<file path="config.mk">
export PLATFORM = sky130hd
export DESIGN_NAME = hostbus_wr_port
export DESIGN_NICKNAME = d
export VERILOG_FILES = /design/src/rtl/hbw_pkg.sv /design/src/rtl/hbw_sync.sv /design/src/rtl/hbw_mode_dec.sv /design/src/rtl/hbw_strobe_det.sv /design/src/rtl/hbw_capture.sv /design/src/rtl/hostbus_wr_port.sv
export SDC_FILE = /design/constraint.sdc
export NUM_CORES = 1
export LEC_CHECK = 0
export ABC_AREA = 1
export BUFFER_PORTS_ARGS = -buffer_cell sky130_fd_sc_hd__buf_4
export CAP_MARGIN = 20
export CORE_ASPECT_RATIO = 0.8
export CORE_MARGIN = 2
export CORE_UTILIZATION = 45
export DETAILED_ROUTE_END_ITERATION = 10
export PLACE_DENSITY = 0.73
export SLEW_MARGIN = 20
export SYNTH_ARGS = -nofsm -noshare
export SYNTH_HDL_FRONTEND = slang
export SYNTH_HIERARCHICAL = 1
export SYNTH_SLANG_ARGS = --single-unit
</file>
<file path="constraint.sdc">
create_clock -name clk -period 1.4 [get_ports clk]
set_input_delay 0.28 -clock clk [delete_from_list [all_inputs] [get_ports clk]]
set_output_delay 0.28 -clock clk [all_outputs]
set_load 0.02 [all_outputs]
</file>
<file path="src/rtl/hbw_pkg.sv">
package hbw_pkg;

   localparam int unsigned MODE_W = 3;

   typedef enum logic [MODE_W-1:0] {
      MODE_I80  = 3'b001,
      MODE_M68  = 3'b011
   } bus_mode_e;

   // Control lines carried through the synchronizer next to the data bus
   localparam int unsigned CTRL_W = 4;
   localparam int unsigned IDX_SEL = 3;
   localparam int unsigned IDX_DC  = 2;
   localparam int unsigned IDX_WR  = 1;
   localparam int unsigned IDX_EN  = 0;

   // Idle values: chip select off, write strobe high, enable low
   localparam logic [CTRL_W-1:0] CTRL_IDLE = 4'b1010;

   function automatic logic is_i80(input logic [MODE_W-1:0] m);
      return m == MODE_I80;
   endfunction

   function automatic logic is_m68(input logic [MODE_W-1:0] m);
      return m == MODE_M68;
   endfunction

endpackage

</file>
<file path="src/rtl/hbw_sync.sv">
module hbw_sync #(
   parameter int unsigned WIDTH  = 12,
   parameter int unsigned STAGES = 2,
   parameter logic [WIDTH-1:0] RST_VAL = '0
) (
   input  logic             clk,
   input  logic             rst_n,
   input  logic [WIDTH-1:0] d_async,
   output logic [WIDTH-1:0] q_sync
);

   if (STAGES < 2) begin : g_bad_stages
      $error("hbw_sync: STAGES must be at least 2");
   end
   if (WIDTH < 1) begin : g_bad_width
      $error("hbw_sync: WIDTH must be at least 1");
   end

   logic [WIDTH-1:0] chain [STAGES];

   for (genvar s = 0; s < STAGES; s++) begin : g_stage
      if (s == 0) begin : g_first
         always_ff @(posedge clk or negedge rst_n) begin
            if (!rst_n) chain[s] <= RST_VAL;
            else        chain[s] <= d_async;
         end
      end else begin : g_next
         always_ff @(posedge clk or negedge rst_n) begin
            if (!rst_n) chain[s] <= RST_VAL;
            else        chain[s] <= chain[s-1];
         end
      end
   end

   assign q_sync = chain[STAGES-1];

endmodule

</file>
<file path="src/rtl/hbw_mode_dec.sv">
module hbw_mode_dec
   import hbw_pkg::*;
(
   input  logic [MODE_W-1:0] mode_sel,
   output logic              sel_i80,
   output logic              sel_m68,
   output logic              unsupported
);

   always_comb begin
      sel_i80     = is_i80(mode_sel);
      sel_m68     = is_m68(mode_sel);
      unsupported = !(sel_i80 || sel_m68);
   end

endmodule

</file>
<file path="src/rtl/hbw_strobe_det.sv">
module hbw_strobe_det (
   input  logic clk,
   input  logic rst_n,
   input  logic sel_i80,
   input  logic sel_m68,
   input  logic s_sel_n,
   input  logic s_wr,
   input  logic s_en,
   output logic fire
);

   logic prev_wr;
   logic prev_en;
   logic wr_rise;
   logic en_fall;

   always_ff @(posedge clk or negedge rst_n) begin
      if (!rst_n) begin
         prev_wr <= 1'b1;
         prev_en <= 1'b0;
      end else begin
         prev_wr <= s_wr;
         prev_en <= s_en;
      end
   end

   always_comb begin
      wr_rise = s_wr && !prev_wr;
      en_fall = prev_en && !s_en;
      fire    = !s_sel_n &&
                ((sel_i80 && wr_rise) || (sel_m68 && en_fall && !s_wr));
   end

   // a qualifying edge in the strobe-per-direction style is a rise
   a_r2_i80_rise: assert property (@(posedge clk) disable iff (!rst_n)
      (fire && sel_i80) |=> prev_wr);

   // an accepted enable edge leaves the enable low
   a_r3_m68_fall: assert property (@(posedge clk) disable iff (!rst_n)
      (fire && sel_m68) |=> !prev_en);

endmodule

</file>
<file path="src/rtl/hbw_capture.sv">
module hbw_capture #(
   parameter int unsigned DATA_W = 8
) (
   input  logic              clk,
   input  logic              rst_n,
   input  logic              fire,
   input  logic [DATA_W-1:0] s_db,
   input  logic              s_dc,
   output logic              byte_valid,
   output logic [DATA_W-1:0] byte_data,
   output logic              is_data
);

   always_ff @(posedge clk or negedge rst_n) begin
      if (!rst_n) begin
         byte_valid <= 1'b0;
         byte_data  <= '0;
         is_data    <= 1'b0;
      end else begin
         byte_valid <= fire;
         if (fire) begin
            byte_data <= s_db;
            is_data   <= s_dc;
         end
      end
   end

   // a pulse never lasts longer than one clock
   a_r5_single_pulse: assert property (@(posedge clk) disable iff (!rst_n)
      byte_valid |=> !byte_valid);

   // output holds between pulses
   a_r6_hold: assert property (@(posedge clk) disable iff (!rst_n)
      !fire |=> $stable(byte_data) && $stable(is_data));

endmodule

</file>
<file path="src/rtl/hostbus_wr_port.sv">
module hostbus_wr_port
   import hbw_pkg::*;
#(
   parameter int unsigned DATA_W      = 8,
   parameter int unsigned SYNC_STAGES = 2
) (
   input  logic              clk,
   input  logic              rst_n,
   input  logic [2:0]        mode_sel,
   input  logic              bus_sel_n,
   input  logic              bus_dc,
   input  logic              bus_wr_rw,
   input  logic              bus_rd_en,
   input  logic [DATA_W-1:0] db_in,
   output logic              db_oe,
   output logic              byte_valid,
   output logic [DATA_W-1:0] byte_data,
   output logic              is_data,
   output logic              mode_unsupported
);

   localparam int unsigned BUS_W = DATA_W + CTRL_W;
   localparam logic [BUS_W-1:0] BUS_IDLE = {CTRL_IDLE, {DATA_W{1'b0}}};

   if (DATA_W < 1) begin : g_bad_data_w
      $error("hostbus_wr_port: DATA_W must be at least 1");
   end

   logic [BUS_W-1:0] bus_raw;
   logic [BUS_W-1:0] bus_s;
   logic             s_sel_n;
   logic             s_dc;
   logic             s_wr;
   logic             s_en;
   logic [DATA_W-1:0] s_db;
   logic             sel_i80;
   logic             sel_m68;
   logic             fire;

   assign bus_raw = {bus_sel_n, bus_dc, bus_wr_rw, bus_rd_en, db_in};

   hbw_sync #(
      .WIDTH   (BUS_W),
      .STAGES  (SYNC_STAGES),
      .RST_VAL (BUS_IDLE)
   ) u_sync (
      .clk     (clk),
      .rst_n   (rst_n),
      .d_async (bus_raw),
      .q_sync  (bus_s)
   );

   assign s_sel_n = bus_s[DATA_W + IDX_SEL];
   assign s_dc    = bus_s[DATA_W + IDX_DC];
   assign s_wr    = bus_s[DATA_W + IDX_WR];
   assign s_en    = bus_s[DATA_W + IDX_EN];
   assign s_db    = bus_s[DATA_W-1:0];

   hbw_mode_dec u_mode (
      .mode_sel    (mode_sel),
      .sel_i80     (sel_i80),
      .sel_m68     (sel_m68),
      .unsupported (mode_unsupported)
   );

   hbw_strobe_det u_det (
      .clk     (clk),
      .rst_n   (rst_n),
      .sel_i80 (sel_i80),
      .sel_m68 (sel_m68),
      .s_sel_n (s_sel_n),
      .s_wr    (s_wr),
      .s_en    (s_en),
      .fire    (fire)
   );

   hbw_capture #(
      .DATA_W (DATA_W)
   ) u_cap (
      .clk        (clk),
      .rst_n      (rst_n),
      .fire       (fire),
      .s_db       (s_db),
      .s_dc       (s_dc),
      .byte_valid (byte_valid),
      .byte_data  (byte_data),
      .is_data    (is_data)
   );

   // The bus is never read back
   assign db_oe = 1'b0;

   // no pulse follows a cycle with an unsupported encoding
   a_r1_unsupported_quiet: assert property (@(posedge clk) disable iff (!rst_n)
      $past(mode_unsupported) |-> !byte_valid);

   // a pulse only follows a cycle with chip select active
   a_r4_sel_gate: assert property (@(posedge clk) disable iff (!rst_n)
      byte_valid |-> !$past(s_sel_n));

   // enable-style bytes are writes only
   a_r3_dir_write: assert property (@(posedge clk) disable iff (!rst_n)
      (byte_valid && $past(sel_m68)) |-> !$past(s_wr));

   // the tag comes from the synchronized register-select line
   a_r6_tag: assert property (@(posedge clk) disable iff (!rst_n)
      byte_valid |-> (is_data == $past(s_dc)) && (byte_data == $past(s_db)));

endmodule

</file>
# Word level (Yosys, flattened, before mapping)
# Index checks and enable logic that the tools add are counted.
dict set report word_totals {
  reg_bits 36
  input_bits 17
  out_inout_bits 12
  wordCells 22
}
dict set report classes {
  eq_ne 2
  n_reduce_logical 13
}
# cell count
set ops {}
lappend ops {{$logic_and 1x1->1} 6}
lappend ops {{$logic_not 1->1} 5}
lappend ops {{$eq 3x1->1 const B} 1}
lappend ops {{$eq 3x2->1 const B} 1}
lappend ops {{$logic_or 1x1->1} 2}

# Depth between registers and ports, before layout
dict set report logic_depth {
  ltp_word 6
  depth_mapped 10
  depth_no_buf 9
}

# Modules after synthesis
# Netlist, hierarchy kept.
# module instances cells_per_inst area_per_inst_um2 seq_area_each_um2
set modules_own_cells {}
lappend modules_own_cells {hbw_sync 1 36 695.7 605.6}
lappend modules_own_cells {hbw_capture 1 39 366.6 250.2}
lappend modules_own_cells {hbw_strobe_det 1 9 83.8 51.3}
lappend modules_own_cells {hbw_mode_dec 1 5 23.8 0.0}
lappend modules_own_cells {hostbus_wr_port 1 2 11.3 0.0}

# Worst setup path after synthesis
# OpenSTA, ideal clock, no wires.
dict set report synth_timing {
  kind {register to register}
  start {register u_sync.chain, in the netlist u_sync/q_sync[9]}
  end {register u_cap.byte_data[0]}
  setup_ps 117
  t_arrival_ps 1128
  required_ps 1283
  path_slack_ps 155
  path_stages_with_launch 8
  path_buffers 2
  synth_period_minus_slack_ps 1245
  cell_sequence {dfstp_2 > buf_4 > nand3_1 > a21oi_2 > buf_6 > inv_2 > nand2_1 > nand2_1}
}
dict set report synth_via {
  elab_chain_len 4
  word_cells_on_any_way 6
  cone_classes {reduce/logical (6)}
}
# element line
set synth_rtl {}
lappend synth_rtl {{start, declared} hbw_sync.sv:19} ;# logic [WIDTH-1:0] chain [STAGES];
lappend synth_rtl {{start signal, assigned by index} hbw_sync.sv:30} ;# else chain[s] <= chain[s-1];
lappend synth_rtl {{$logic_and 1x1->1 / $logic_not 1->1 (equally long branches)} {hbw_strobe_det.sv:28, hbw_strobe_det.sv:31}}
lappend synth_rtl {{$logic_and 1x1->1} hbw_strobe_det.sv:31} ;# ((sel_i80 && wr_rise) || (sel_m68 && en_fall && !s_wr));
lappend synth_rtl {{$logic_or 1x1->1 *} hbw_strobe_det.sv:31}
lappend synth_rtl {{$logic_and 1x1->1 *} hbw_strobe_det.sv:30} ;# fire = !s_sel_n &&
lappend synth_rtl {{net fire} hostbus_wr_port.sv:38} ;# logic fire;
lappend synth_rtl {{end signal, assigned} hbw_capture.sv:17} ;# byte_data <= '0;
lappend synth_rtl {{end signal, assigned} hbw_capture.sv:22} ;# byte_data <= s_db;
lappend synth_rtl {{end, declared} hbw_capture.sv:10} ;# output logic [DATA_W-1:0] byte_data,
# Mark *: on every way through the listed nets, which the timed path passes. The rest lies on a longest branch.
# A chain may end at the register's enable or synchronous reset.

# Final worst setup path
dict set report layout_timing {
  start {register u_sync.chain, in the netlist u_sync/q_sync[9]}
  end {register u_cap.is_data}
}
dict set report layout_via {
  elab_chain_len 4
  word_cells_on_any_way 6
  cone_classes {reduce/logical (6)}
}
# element line
set layout_rtl {}
lappend layout_rtl {{$logic_and 1x1->1 / $logic_not 1->1 (equally long branches)} {hbw_strobe_det.sv:28, hbw_strobe_det.sv:31}}
lappend layout_rtl {{$logic_and 1x1->1} hbw_strobe_det.sv:31}
lappend layout_rtl {{$logic_or 1x1->1 *} hbw_strobe_det.sv:31}
lappend layout_rtl {{$logic_and 1x1->1 *} hbw_strobe_det.sv:30}
lappend layout_rtl {{net fire} hostbus_wr_port.sv:38}
lappend layout_rtl {{end signal, assigned} hbw_capture.sv:18} ;# is_data <= 1'b0;
lappend layout_rtl {{end signal, assigned} hbw_capture.sv:23} ;# is_data <= s_dc;
lappend layout_rtl {{end, declared} hbw_capture.sv:11} ;# output logic is_data
# Marked as above.

==> reports/metrics.cfg <==
[run_status]
status = completed

[sta]
skew_ns = 0.00919
setup_tns_ns = 0
period_minus_slack_ns = 1.27
hold_slack_ns = 0.0508
slew_violations = 0
rsz0062_at_grt = no
fmax_ghz = 0.786
final_hold_viol_count = 0
finalCritPeriodShare_pct = 90.9
setup-violations-final = 0

[critical_path]
crit_slowest_cell = dfstp_2
cp_max_fo = 7
regToRegStartpoint = u_sync/q_sync[9]$_DFF_PN1_
cp_data_arrival_time_ns = 1.53
critPathLaunchType = flip-flop
cp_common_cell = nand2_1
ff2ff_path_depth = 5
endpoint_kind = flip-flop
r2r_end = u_cap/is_data$_DFFE_PN0P_
r2r_slack_ns = 0.13
worst-path-buf-inv = 1
path_delay_family = flip-flops
path_cells = nand3_1, a21oi_2, buf_4, nand2_1, nand2_1
path_class = reg -> reg
worstPathRequired_ns = 1.66
slowest_delay_ns = 0.55

[clocking]
cts_tree = done
cts_setup_buffers = 0
numCtsBuffers = 5
root_buffer = clkbuf_4
insertion_delay_ns = 0.32
cts_sinks = 36
path_clk_slew_ns = 0.10
htreeDepth = 2
clockBufferDepth = 2

[cells_and_area]
drive_gt1_share_pct = 39.5
antenna_cells = 0
nets = 130
areaGrowthSynthToFinish_pct = 18.4
fin_area_um2 = 1400
final_util_pct = 56.8

[floorplanning]
die_w_um = 61.3
coreArea_um2 = 2460
die-area_um2 = 3050
placementRows = 16
die-height_um = 49.8
start_util_pct = 48.0
ios = 29

[routing]
drtPass1Iterations = 4
wirelength_mm = 1.47
ant_nets = 0
avgViaCountPerCell = 3.89
dr_total_vias = 583
avgRoutedWirePerCell_um = 9.77
drt_iter0_drc = 14
drc = 0

[synth]
synth.distinct_cells = 13
ys_ff_latch = 36
ys_warn_count = 6
yosysSeqAreaShare_pct = 76.8
syn_area_per_cell_um2 = 13.0
synthCells = 91
syn-cell-area_um2 = 1180
synth_nets = 108

[global_route]
grt_pass1_vias = 577
grtUsageTotal_pct = 11.9
grt_pass1_wl_mm = 2.50
grt_max_degree = 37
antenna_found_initial = 0
grt_overflow = 0

[power]
p_leak_nw = 0.719
power.total_mw = 2.04
power.density_nw_per_um2 = 1460
ir_drop_v = 0.000605

[min_path]
hp-start = bus_dc
min_path_cells = 1
min_to = u_sync/chain[22]$_DFF_PN0_
min-delay-path-class = in -> reg

[flow_run]
cap_violations = 0

[placed_design]
io_buffers = 27
hpwl_mm = 1.05
gp_congestion = 0.587
place_area_um2 = 1330

==> cell families (layout without fill, tap and decap cells) <==
logic type	count (synthesis)	in the layout	share of synthesized area [%]
flip-flops	36	36	76.8
AND/OR/NAND/NOR	35	35	11.7
buffers and inverters	18	41	10.5
other	1	1	0.317
AO/OA/AOI/OAI	1	1	0.742
==> final cells by class <==
class,count,area [µm²]
clock inverters,2,10.0
repair buffers,29,220
well taps,36,45.0
flip-flops and latches,36,907
multi-input cells,37,150
inverters,4,15.0
fillers,209,1060
clock buffers,6,51.3
==> how the worst max path moves through the flow <==
stage,start,end,slack [ns],cells past startpoint
2_1_floorplan,u_sync/q_sync[9]$_DFF_PN1_,u_cap/byte_data[0]$_DFFE_PN0P_,0.15,7
3_3_place_gp,mode_sel[2],u_cap/byte_data[1]$_DFFE_PN0P_,0.15,9
3_5_place_dp,mode_sel[2],u_cap/is_data$_DFFE_PN0P_,0.1,9
4_1_cts,u_sync/q_sync[9]$_DFF_PN1_,u_cap/is_data$_DFFE_PN0P_,0.14,5
5_1_grt,u_sync/q_sync[9]$_DFF_PN1_,u_cap/byte_data[0]$_DFFE_PN0P_,0.004,5
6_report,u_sync/q_sync[9]$_DFF_PN1_,u_cap/is_data$_DFFE_PN0P_,0.13,5
==> power breakdown <==
group	switching [mW]	leakage, nW	total [mW]	internal, mW
logic	0.166	0.255	0.299	0.133
registers	0.0443	0.426	1.19	1.14
clock network	0.309	0.0380	0.548	0.239
==> metrics by stage <==
step | setup WS (ns) | cells
5_1_grt | 0.00360 | 150
3_3_place_gp | 0.149 | 141
2_1_floorplan | 0.155 | 91
4_1_cts | 0.137 | 150
3_5_place_dp | 0.0954 | 141
6_report | 0.128 | 150
==> layout by cell type, fill, tap and decap left out, drive strengths merged <==
cell type / Yosys / layout
inv: 4 / 4
dfrtp: 31 / 31
nand3: 1 / 1
conb: 1 / 1
dlygate4sd3: 0 / 1
nand2: 31 / 31
clkinv: 0 / 2
dfstp: 5 / 5
nor2: 3 / 3
buf: 14 / 28
a21oi: 1 / 1
clkbuf: 0 / 6
==> registers in the layout, indices dropped and copies added, names as in the netlist <==
register / cells
u_sync/chain: 12
u_sync/q_sync: 12
u_cap/byte_data: 8
u_cap/byte_valid: 1
u_cap/is_data: 1
u_det/prev_en: 1
u_det/prev_wr: 1
==> layer usage <==
layer / vias up / GRT usage, % / routed length, µm
li1: 301 / - / -
met1: 257 / 15.4 / 673
met2: 20 / 16.1 / 662
met3: 5 / 3.41 / 82
met4: 0 / 9.78 / 46
met5: - / 0 / 0
==> Yosys cell counts <==
| master | number | area, µm² |
|---|---|---|
| nor2_1 | 2 | 7.51 |
| buf_6 | 1 | 11.3 |
| nand3_1 | 1 | 5.00 |
| conb_1 | 1 | 3.75 |
| inv_2 | 1 | 3.75 |
| a21oi_2 | 1 | 8.76 |
| nor2_2 | 1 | 6.26 |
| nand2_1 | 30 | 113 |
| buf_4 | 13 | 97.6 |
| dfstp_2 | 5 | 131 |
| nand2_2 | 1 | 6.26 |
| inv_1 | 3 | 11.3 |
| dfrtp_1 | 31 | 776 |
==> what timing repair did <==
action,CTS,global route
hold buffers,1,0
gates resized for setup,0,0
hold endpoints to repair,31,0
Power figures use the tool's default switching activity.
